<file path="src/rtl/uwr_pkg.sv">
package uwr_pkg;

    localparam int BYTE_W = 8;

    typedef enum logic [1:0] {
        RX_IDLE,
        RX_START,
        RX_DATA,
        RX_STOP
    } rx_state_e;

    typedef enum logic [1:0] {
        WK_OFF,
        WK_ARMED,
        WK_HELD
    } wk_state_e;

    typedef struct packed {
        logic              ferr;
        logic [BYTE_W-1:0] data;
    } rx_word_t;

endpackage

</file>
<file path="src/rtl/uwr_sync.sv">
module uwr_sync (
    input  logic clk,
    input  logic rst_n,
    input  logic din,
    output logic level,
    output logic fall,
    output logic rise
);
    logic meta_q;
    logic stab_q;
    logic prev_q;

    // Two flops bring the line into this clock domain.
    // A third flop holds the previous settled value for edge detection.
    always_ff @(posedge clk) begin
        if (!rst_n) begin
            meta_q <= 1'b1;
            stab_q <= 1'b1;
            prev_q <= 1'b1;
        end else begin
            meta_q <= din;
            stab_q <= meta_q;
            prev_q <= stab_q;
        end
    end

    always_comb begin
        level = stab_q;
        fall  = prev_q & ~stab_q;
        rise  = ~prev_q & stab_q;
    end
endmodule

</file>
<file path="src/rtl/uwr_frame_rx.sv">
module uwr_frame_rx
    import uwr_pkg::*;
#(
    parameter int OSR = 16
) (
    input  logic              clk,
    input  logic              rst_n,
    input  logic              tick,
    input  logic              active,
    input  logic              rx_s,
    output logic              done,
    output logic [BYTE_W-1:0] data,
    output logic              ferr,
    output logic              idle
);
    localparam int CNT_W = $clog2(OSR);
    localparam int BIT_W = $clog2(BYTE_W);
    localparam logic [CNT_W-1:0] MID_TICK  = CNT_W'(OSR / 2 - 1);
    localparam logic [CNT_W-1:0] LAST_TICK = CNT_W'(OSR - 1);
    localparam logic [BIT_W-1:0] LAST_BIT  = BIT_W'(BYTE_W - 1);

    rx_state_e         st_q, st_d;
    logic [CNT_W-1:0]  cnt_q, cnt_d;
    logic [BIT_W-1:0]  bit_q, bit_d;
    logic [BYTE_W-1:0] sh_q, sh_d;

    // State register process
    always_ff @(posedge clk) begin
        if (!rst_n) begin
            st_q  <= RX_IDLE;
            cnt_q <= '0;
            bit_q <= '0;
            sh_q  <= '0;
        end else begin
            st_q  <= st_d;
            cnt_q <= cnt_d;
            bit_q <= bit_d;
            sh_q  <= sh_d;
        end
    end

    // Next-state and output process
    always_comb begin
        st_d  = st_q;
        cnt_d = cnt_q;
        bit_d = bit_q;
        sh_d  = sh_q;
        done  = 1'b0;
        if (!active) begin
            st_d  = RX_IDLE;
            cnt_d = '0;
        end else if (tick) begin
            unique case (st_q)
                RX_IDLE: begin
                    if (!rx_s) begin
                        st_d  = RX_START;
                        cnt_d = '0;
                    end
                end
                RX_START: begin
                    if (cnt_q == MID_TICK) begin
                        cnt_d = '0;
                        bit_d = '0;
                        st_d  = rx_s ? RX_IDLE : RX_DATA;
                    end else begin
                        cnt_d = cnt_q + 1'b1;
                    end
                end
                RX_DATA: begin
                    if (cnt_q == LAST_TICK) begin
                        cnt_d = '0;
                        sh_d  = {rx_s, sh_q[BYTE_W-1:1]};
                        if (bit_q == LAST_BIT) begin
                            st_d = RX_STOP;
                        end else begin
                            bit_d = bit_q + 1'b1;
                        end
                    end else begin
                        cnt_d = cnt_q + 1'b1;
                    end
                end
                RX_STOP: begin
                    if (cnt_q == LAST_TICK) begin
                        done  = 1'b1;
                        cnt_d = '0;
                        st_d  = RX_IDLE;
                    end else begin
                        cnt_d = cnt_q + 1'b1;
                    end
                end
            endcase
        end
    end

    always_comb begin
        data = sh_q;
        ferr = ~rx_s;
        idle = (st_q == RX_IDLE);
    end
endmodule

</file>
<file path="src/rtl/uwr_wake_fsm.sv">
module uwr_wake_fsm
    import uwr_pkg::*;
(
    input  logic clk,
    input  logic rst_n,
    input  logic en,
    input  logic arm,
    input  logic fall,
    input  logic rise,
    input  logic clr,
    output logic armed,
    output logic pend
);
    wk_state_e st_q, st_d;
    logic      pend_q, pend_d;

    // State register process
    always_ff @(posedge clk) begin
        if (!rst_n) begin
            st_q   <= WK_OFF;
            pend_q <= 1'b0;
        end else begin
            st_q   <= st_d;
            pend_q <= pend_d;
        end
    end

    // Next-state process
    always_comb begin
        st_d   = st_q;
        pend_d = pend_q;
        if (clr) begin
            pend_d = 1'b0;
        end
        if (!en) begin
            st_d = WK_OFF;
        end else begin
            unique case (st_q)
                WK_OFF: begin
                    if (arm) st_d = WK_ARMED;
                end
                WK_ARMED: begin
                    if (fall) begin
                        st_d   = WK_HELD;
                        pend_d = 1'b1;
                    end
                end
                WK_HELD: begin
                    if (rise) st_d = WK_OFF;
                end
                default: st_d = WK_OFF;
            endcase
        end
    end

    // Output process
    always_comb begin
        armed = (st_q != WK_OFF);
        pend  = pend_q;
    end
endmodule

</file>
<file path="src/rtl/uwr_rx_fifo.sv">
module uwr_rx_fifo
    import uwr_pkg::*;
#(
    parameter int DEPTH = 2
) (
    input  logic                       clk,
    input  logic                       rst_n,
    input  logic                       push,
    input  rx_word_t                   wword,
    input  logic                       pop_req,
    input  logic                       cont_en,
    output rx_word_t                   rword,
    output logic [$clog2(DEPTH+1)-1:0] count,
    output logic                       ovr
);
    localparam int PTR_W = (DEPTH > 1) ? $clog2(DEPTH) : 1;
    localparam int CNT_W = $clog2(DEPTH + 1);
    localparam logic [CNT_W-1:0] FULL     = CNT_W'(DEPTH);
    localparam logic [PTR_W-1:0] LAST_PTR = PTR_W'(DEPTH - 1);

    rx_word_t         mem_q [DEPTH];
    logic [PTR_W-1:0] rd_q, wr_q;
    logic [CNT_W-1:0] cnt_q;
    logic             ovr_q;
    logic             pop, accept;

    always_comb begin
        pop    = pop_req && (cnt_q != '0);
        accept = push && ((cnt_q != FULL) || pop);
    end

    always_ff @(posedge clk) begin
        if (!rst_n) begin
            rd_q  <= '0;
            wr_q  <= '0;
            cnt_q <= '0;
            ovr_q <= 1'b0;
        end else begin
            if (accept) begin
                wr_q <= (wr_q == LAST_PTR) ? '0 : wr_q + 1'b1;
            end
            if (pop) begin
                rd_q <= (rd_q == LAST_PTR) ? '0 : rd_q + 1'b1;
            end
            if (accept && !pop) begin
                cnt_q <= cnt_q + 1'b1;
            end else if (pop && !accept) begin
                cnt_q <= cnt_q - 1'b1;
            end
            if (!cont_en) begin
                ovr_q <= 1'b0;
            end else if (push && !accept) begin
                ovr_q <= 1'b1;
            end
        end
    end

    for (genvar g = 0; g < DEPTH; g++) begin : g_slot
        always_ff @(posedge clk) begin
            if (!rst_n) begin
                mem_q[g] <= '0;
            end else if (accept && (wr_q == PTR_W'(g))) begin
                mem_q[g] <= wword;
            end
        end
    end

    always_comb begin
        rword = mem_q[rd_q];
        count = cnt_q;
        ovr   = ovr_q;
    end
endmodule

</file>
<file path="src/rtl/brk_wake_uart_rx.sv">
module brk_wake_uart_rx
    import uwr_pkg::*;
#(
    parameter int OSR        = 16,
    parameter int FIFO_DEPTH = 2
) (
    input  logic              clk,
    input  logic              rst_n,
    input  logic              tick16,
    input  logic              rxd,
    input  logic              rx_en,
    input  logic              cont_en,
    input  logic              wake_arm,
    input  logic              rd_stb,
    output logic [BYTE_W-1:0] rd_data,
    output logic              rd_ferr,
    output logic              rx_irq,
    output logic              ovr_flag,
    output logic              wake_en
);
    localparam int CNT_W = $clog2(FIFO_DEPTH + 1);

    logic              rx_s, fall_s, rise_s;
    logic              byte_done, byte_ferr, rx_idle, active;
    logic [BYTE_W-1:0] byte_data;
    logic              wake_pend, armed;
    logic [CNT_W-1:0]  fcnt;
    logic              ovr_i;
    rx_word_t          in_word, head_word;

    uwr_sync u_sync (
        .clk   (clk),
        .rst_n (rst_n),
        .din   (rxd),
        .level (rx_s),
        .fall  (fall_s),
        .rise  (rise_s)
    );

    always_comb begin
        active  = rx_en && cont_en && !armed && !ovr_i;
        in_word = '{ferr: byte_ferr, data: byte_data};
    end

    uwr_frame_rx #(.OSR(OSR)) u_frame (
        .clk    (clk),
        .rst_n  (rst_n),
        .tick   (tick16),
        .active (active),
        .rx_s   (rx_s),
        .done   (byte_done),
        .data   (byte_data),
        .ferr   (byte_ferr),
        .idle   (rx_idle)
    );

    uwr_wake_fsm u_wake (
        .clk   (clk),
        .rst_n (rst_n),
        .en    (rx_en),
        .arm   (wake_arm),
        .fall  (fall_s),
        .rise  (rise_s),
        .clr   (rd_stb),
        .armed (armed),
        .pend  (wake_pend)
    );

    uwr_rx_fifo #(.DEPTH(FIFO_DEPTH)) u_fifo (
        .clk     (clk),
        .rst_n   (rst_n),
        .push    (byte_done),
        .wword   (in_word),
        .pop_req (rd_stb),
        .cont_en (cont_en),
        .rword   (head_word),
        .count   (fcnt),
        .ovr     (ovr_i)
    );

    always_comb begin
        rd_data  = head_word.data;
        rd_ferr  = head_word.ferr;
        rx_irq   = (fcnt != '0) || wake_pend;
        ovr_flag = ovr_i;
        wake_en  = armed;
    end
endmodule

</file>
<file path="config.mk">
export PLATFORM = sky130hd
export DESIGN_NAME = brk_wake_uart_rx
export DESIGN_NICKNAME = d
export VERILOG_FILES = /design/src/rtl/uwr_pkg.sv /design/src/rtl/uwr_sync.sv /design/src/rtl/uwr_frame_rx.sv /design/src/rtl/uwr_wake_fsm.sv /design/src/rtl/uwr_rx_fifo.sv /design/src/rtl/brk_wake_uart_rx.sv
export SDC_FILE = /design/constraint.sdc
export NUM_CORES = 1
export LEC_CHECK = 0
export ABC_AREA = 1
export BUFFER_PORTS_ARGS = -buffer_cell sky130_fd_sc_hd__buf_4
export CAP_MARGIN = 0
export CORE_ASPECT_RATIO = 0.9
export CORE_MARGIN = 2
export CORE_UTILIZATION = 28
export CTS_CLUSTER_DIAMETER = 120
export CTS_CLUSTER_SIZE = 12
export DETAILED_ROUTE_END_ITERATION = 10
export SLEW_MARGIN = 20
export SYNTH_ARGS = -nofsm -noshare
export SYNTH_HDL_FRONTEND = slang
export SYNTH_SLANG_ARGS = --single-unit
</file>
<file path="constraint.sdc">
create_clock -name clk -period 5.6 [get_ports clk]
set_input_delay 0.84 -clock clk [delete_from_list [all_inputs] [get_ports clk]]
set_output_delay 0.84 -clock clk [all_outputs]
set_load 0.02 [all_outputs]
</file>
==> impl_results.md <==
* Status: finished, final reports clean
* Avg WL per Cell at between 10 and 15 um
* Netlist cell types at 26
* WS Path Type: flop to output port
* Storage element area at 0.00112 sq mm
* Actual slew at the worst max-slew pin at approximately 0.38 ns
* Cell count after synthesis at ~240
* Multi-input gate area at 878 sq um
* Cells after DPL at 352
* Post-CTS Setup Repair Bufs at 0
* Final min period at 2.24 ns
* LEAKAGE at 1.03 nW
* Final hold violation count at 0
* Share of cells above drive strength 1 at 18.6%
* Number of gates resized after cts at 0
* Htree depth at 2
* Row count at 30
* F_max at 447 MHz
* Final Max Tran Viols at 0
* Num Clock Sinks at 47
* Initial antenna violation count at 0
* Comb power frac at 9.9%
* Initial DRC Count at between 60 and 70
* TNS Setup at 0 ns
* Worst Hold Class: flop to flop
* Hold_ws at ~0.42 ns
* DP HPWL at about 2700 um
* Core Area at 0.00747 sq mm
* Vias per cell at 4.33
* Sequential area share after synthesis at 52.7%
* Critical Path AT at 1.40 ns
* Via count at between 1500 and 2000
* IO buf count at 19
* Die height at a little under 90 um
* Initial Utilization at 28.5%
* Clock Tree Root: clkbuf_8
* Switching pwr at between 0.00015 and 0.0002 W
* Worst skew pair latency at about 0.3 ns
* Maxcap violations at 0
* Syn Nets at roughly 250
* Pre-antenna DRT Iters at 4
* Unrepaired setup endpoints after global routing: false
* Final non-filler cell total at 360
* Die width at 95.8 um
* CTS clk-pin slew, worst paths at 0.09 ns
* Cell Area, Synth at around 0.0021 sq mm
* #FFs+latches synth at 47
* Crit share post-route at 40.0%
* Nets at roughly 280
* Layout Skew at 0.00344 ns
* Worst Setup Slack post-DPL at 3.14 ns
* Relative slew slack at 74.4%
* CTS tree: done
* Area growth from synthesis to layout at 17.7%
* Layout filler cell count at 762
* Syn avg cell area at 8.89 sq um
* Internal Power at 0.000531 W
* Worst VDD drop at 0.000121 V
* Count of final setup violators at 0
* Number of I/O pins at 20
* Post-route DRC violation count at 0
* Clock share of power at 36.5%
* Final GP Congestion at slightly below 0.8
* Largest net degree at the start of global routing at 24
* Tot GR Track Use at roughly a tenth
* Crit end category: output port
* Antenna viol nets, final at 0
* Clock Tree Buf Depth at 2
* WP data required at about 4.8 ns
* Number of CTS-inserted buffers at 5
* ANT cells at 0
* PwrDens at about 280 mW/mm^2
* Largest fanout on the critical path at 9
* CP Launch Type: flop
* Vias in the first global route at 1426
* First-pass GRT wire length at 6420 um
* Drt total wl at 3760 um
* CTS Hold Bufs at 0
* Seq pwr share at 53.6%
* DIE AREA at 0.00831 sq mm
* Final worst-path setup slack at 3.36 ns
* Synth warn at 0
* Net Sw Frac at 23.6%
* Total grt overflow at 0
## critical path, cell delays in order (launching register included)
cell and delay (ns):
dfxtp_1 0.56, mux2_2 0.38, buf_4 0.16
## worst paths after layout
path	from	to	slack (ns)	cells past startpoint
hold / removal	u_sync.meta_q$_SDFF_PN1_	u_sync.level$_SDFF_PN1_	0.42	1
setup / recovery	flop	rd_data[5]	3.36	2
setup reg to reg	u_frame.cnt_q[0]$_SDFFE_PN0P_	u_fifo.count[1]$_SDFFE_PN0P_	3.49	10
hold reg to reg	u_sync.meta_q$_SDFF_PN1_	u_sync.level$_SDFF_PN1_	0.42	1
## synth_stat cells, drive strengths merged
library cell / count / area (sq um)
nand3b: 1 / 7.51
a21oi: 14 / 70.1
edfxtp: 18 / 541
buf: 2 / 10.0
inv: 29 / 109
nor2: 53 / 228
o21ai: 7 / 35.0
clkbuf: 2 / 7.51
xor2: 2 / 17.5
a2111oi: 1 / 8.76
nor3: 2 / 10.0
o211ai: 1 / 7.51
mux2: 9 / 101
nor4: 1 / 6.26
or2: 3 / 21.3
dfxtp: 29 / 581
nand2: 42 / 158
nand4: 2 / 42.5
a211oi: 2 / 15.0
ha: 4 / 50.1
nand3: 15 / 100
## through the flow
step           total power, W  area, sq um  util [%]
6_report             0.000695         2500      33.5
2_1_floorplan        0.000424         2130         -
5_1_grt              0.000725         2500      33.5
4_1_cts              0.000704         2500      33.5
3_3_place_gp         0.000450         2390      31.9
3_5_place_dp         0.000451         2390      31.9
## layout make-up
| cell class | instances | share of cell area (%) |
|---|---|---|
| Clock buffer | 5 | 2.75 |
| Clock inverter | 3 | 1.85 |
| Inverter | 29 | 4.35 |
| Multi-Input combinational cell | 159 | 35.1 |
| Sequential cell | 47 | 44.8 |
| Tap cell | 96 | 4.80 |
| Timing Repair Buffer | 21 | 6.30 |
## per-layer routing
metal	GRT usage (%)	up-vias	wire length, um
met5	0	-	0
met4	4.29	0	78
met3	2.61	7	119
met2	16.3	26	1770
met1	12.3	708	1790
li1	-	819	-
## cell families after synthesis
group,count (synthesis),share of synthesized area [%]
muxes,9,4.77
adders and majority gates,4,2.35
DFF,47,52.7
buffers and inverters,33,5.94
xor gates and xnor gates,2,0.824
AOI/OAI and AO/OA,25,6.42
and+or+nand+nor,119,27.0
## placed cells by master, fill, tap and decap left out
cell type    n
a2111oi_0    1
a211oi_1     2
a21oi_1     14
buf_4       21
bufinv_16    1
clkbuf_8     5
clkinvlp_4   1
dfxtp_1     29
edfxtp_1    18
ha_1         4
inv_1       29
inv_6        1
mux2_2       9
nand2_1     42
nand3_1     13
nand3_4      2
nand3b_1     1
nand4_4      2
nor2_1      49
nor2_2       2
nor2_4       1
nor2_8       1
nor3_1       2
nor4_1       1
o211ai_1     1
o21ai_0      7
or2_2        2
or2_4        1
xor2_1       2
## power by group through the flow
stage / Clock [W] / Combinational, W / Sequential (W)
final: 0.000253 / 0.0000690 / 0.000373
after global routing: 0.000275 / 0.0000753 / 0.000374
after CTS: 0.000261 / 0.0000701 / 0.000373
after detailed placement: 0 / 0.0000697 / 0.000381
after global placement: 0 / 0.0000695 / 0.000381
after floorplan: 0 / 0.0000472 / 0.000377
## registers in the layout, summed over array words and instances (netlist names), named ones only
signal	cells
u_frame.st_q	1
u_fifo.ovr	1
u_frame.data	8
u_fifo.mem_q	18
u_wake.pend	1
u_sync.meta_q	1
u_sync.level	1
u_frame.bit_q	3
u_wake.st_q	2
u_sync.prev_q	1
u_frame.cnt_q	4
u_fifo.count	2
u_fifo.wr_q	1
u_fifo.rd_q	1
Power figures use the tool's default switching activity.
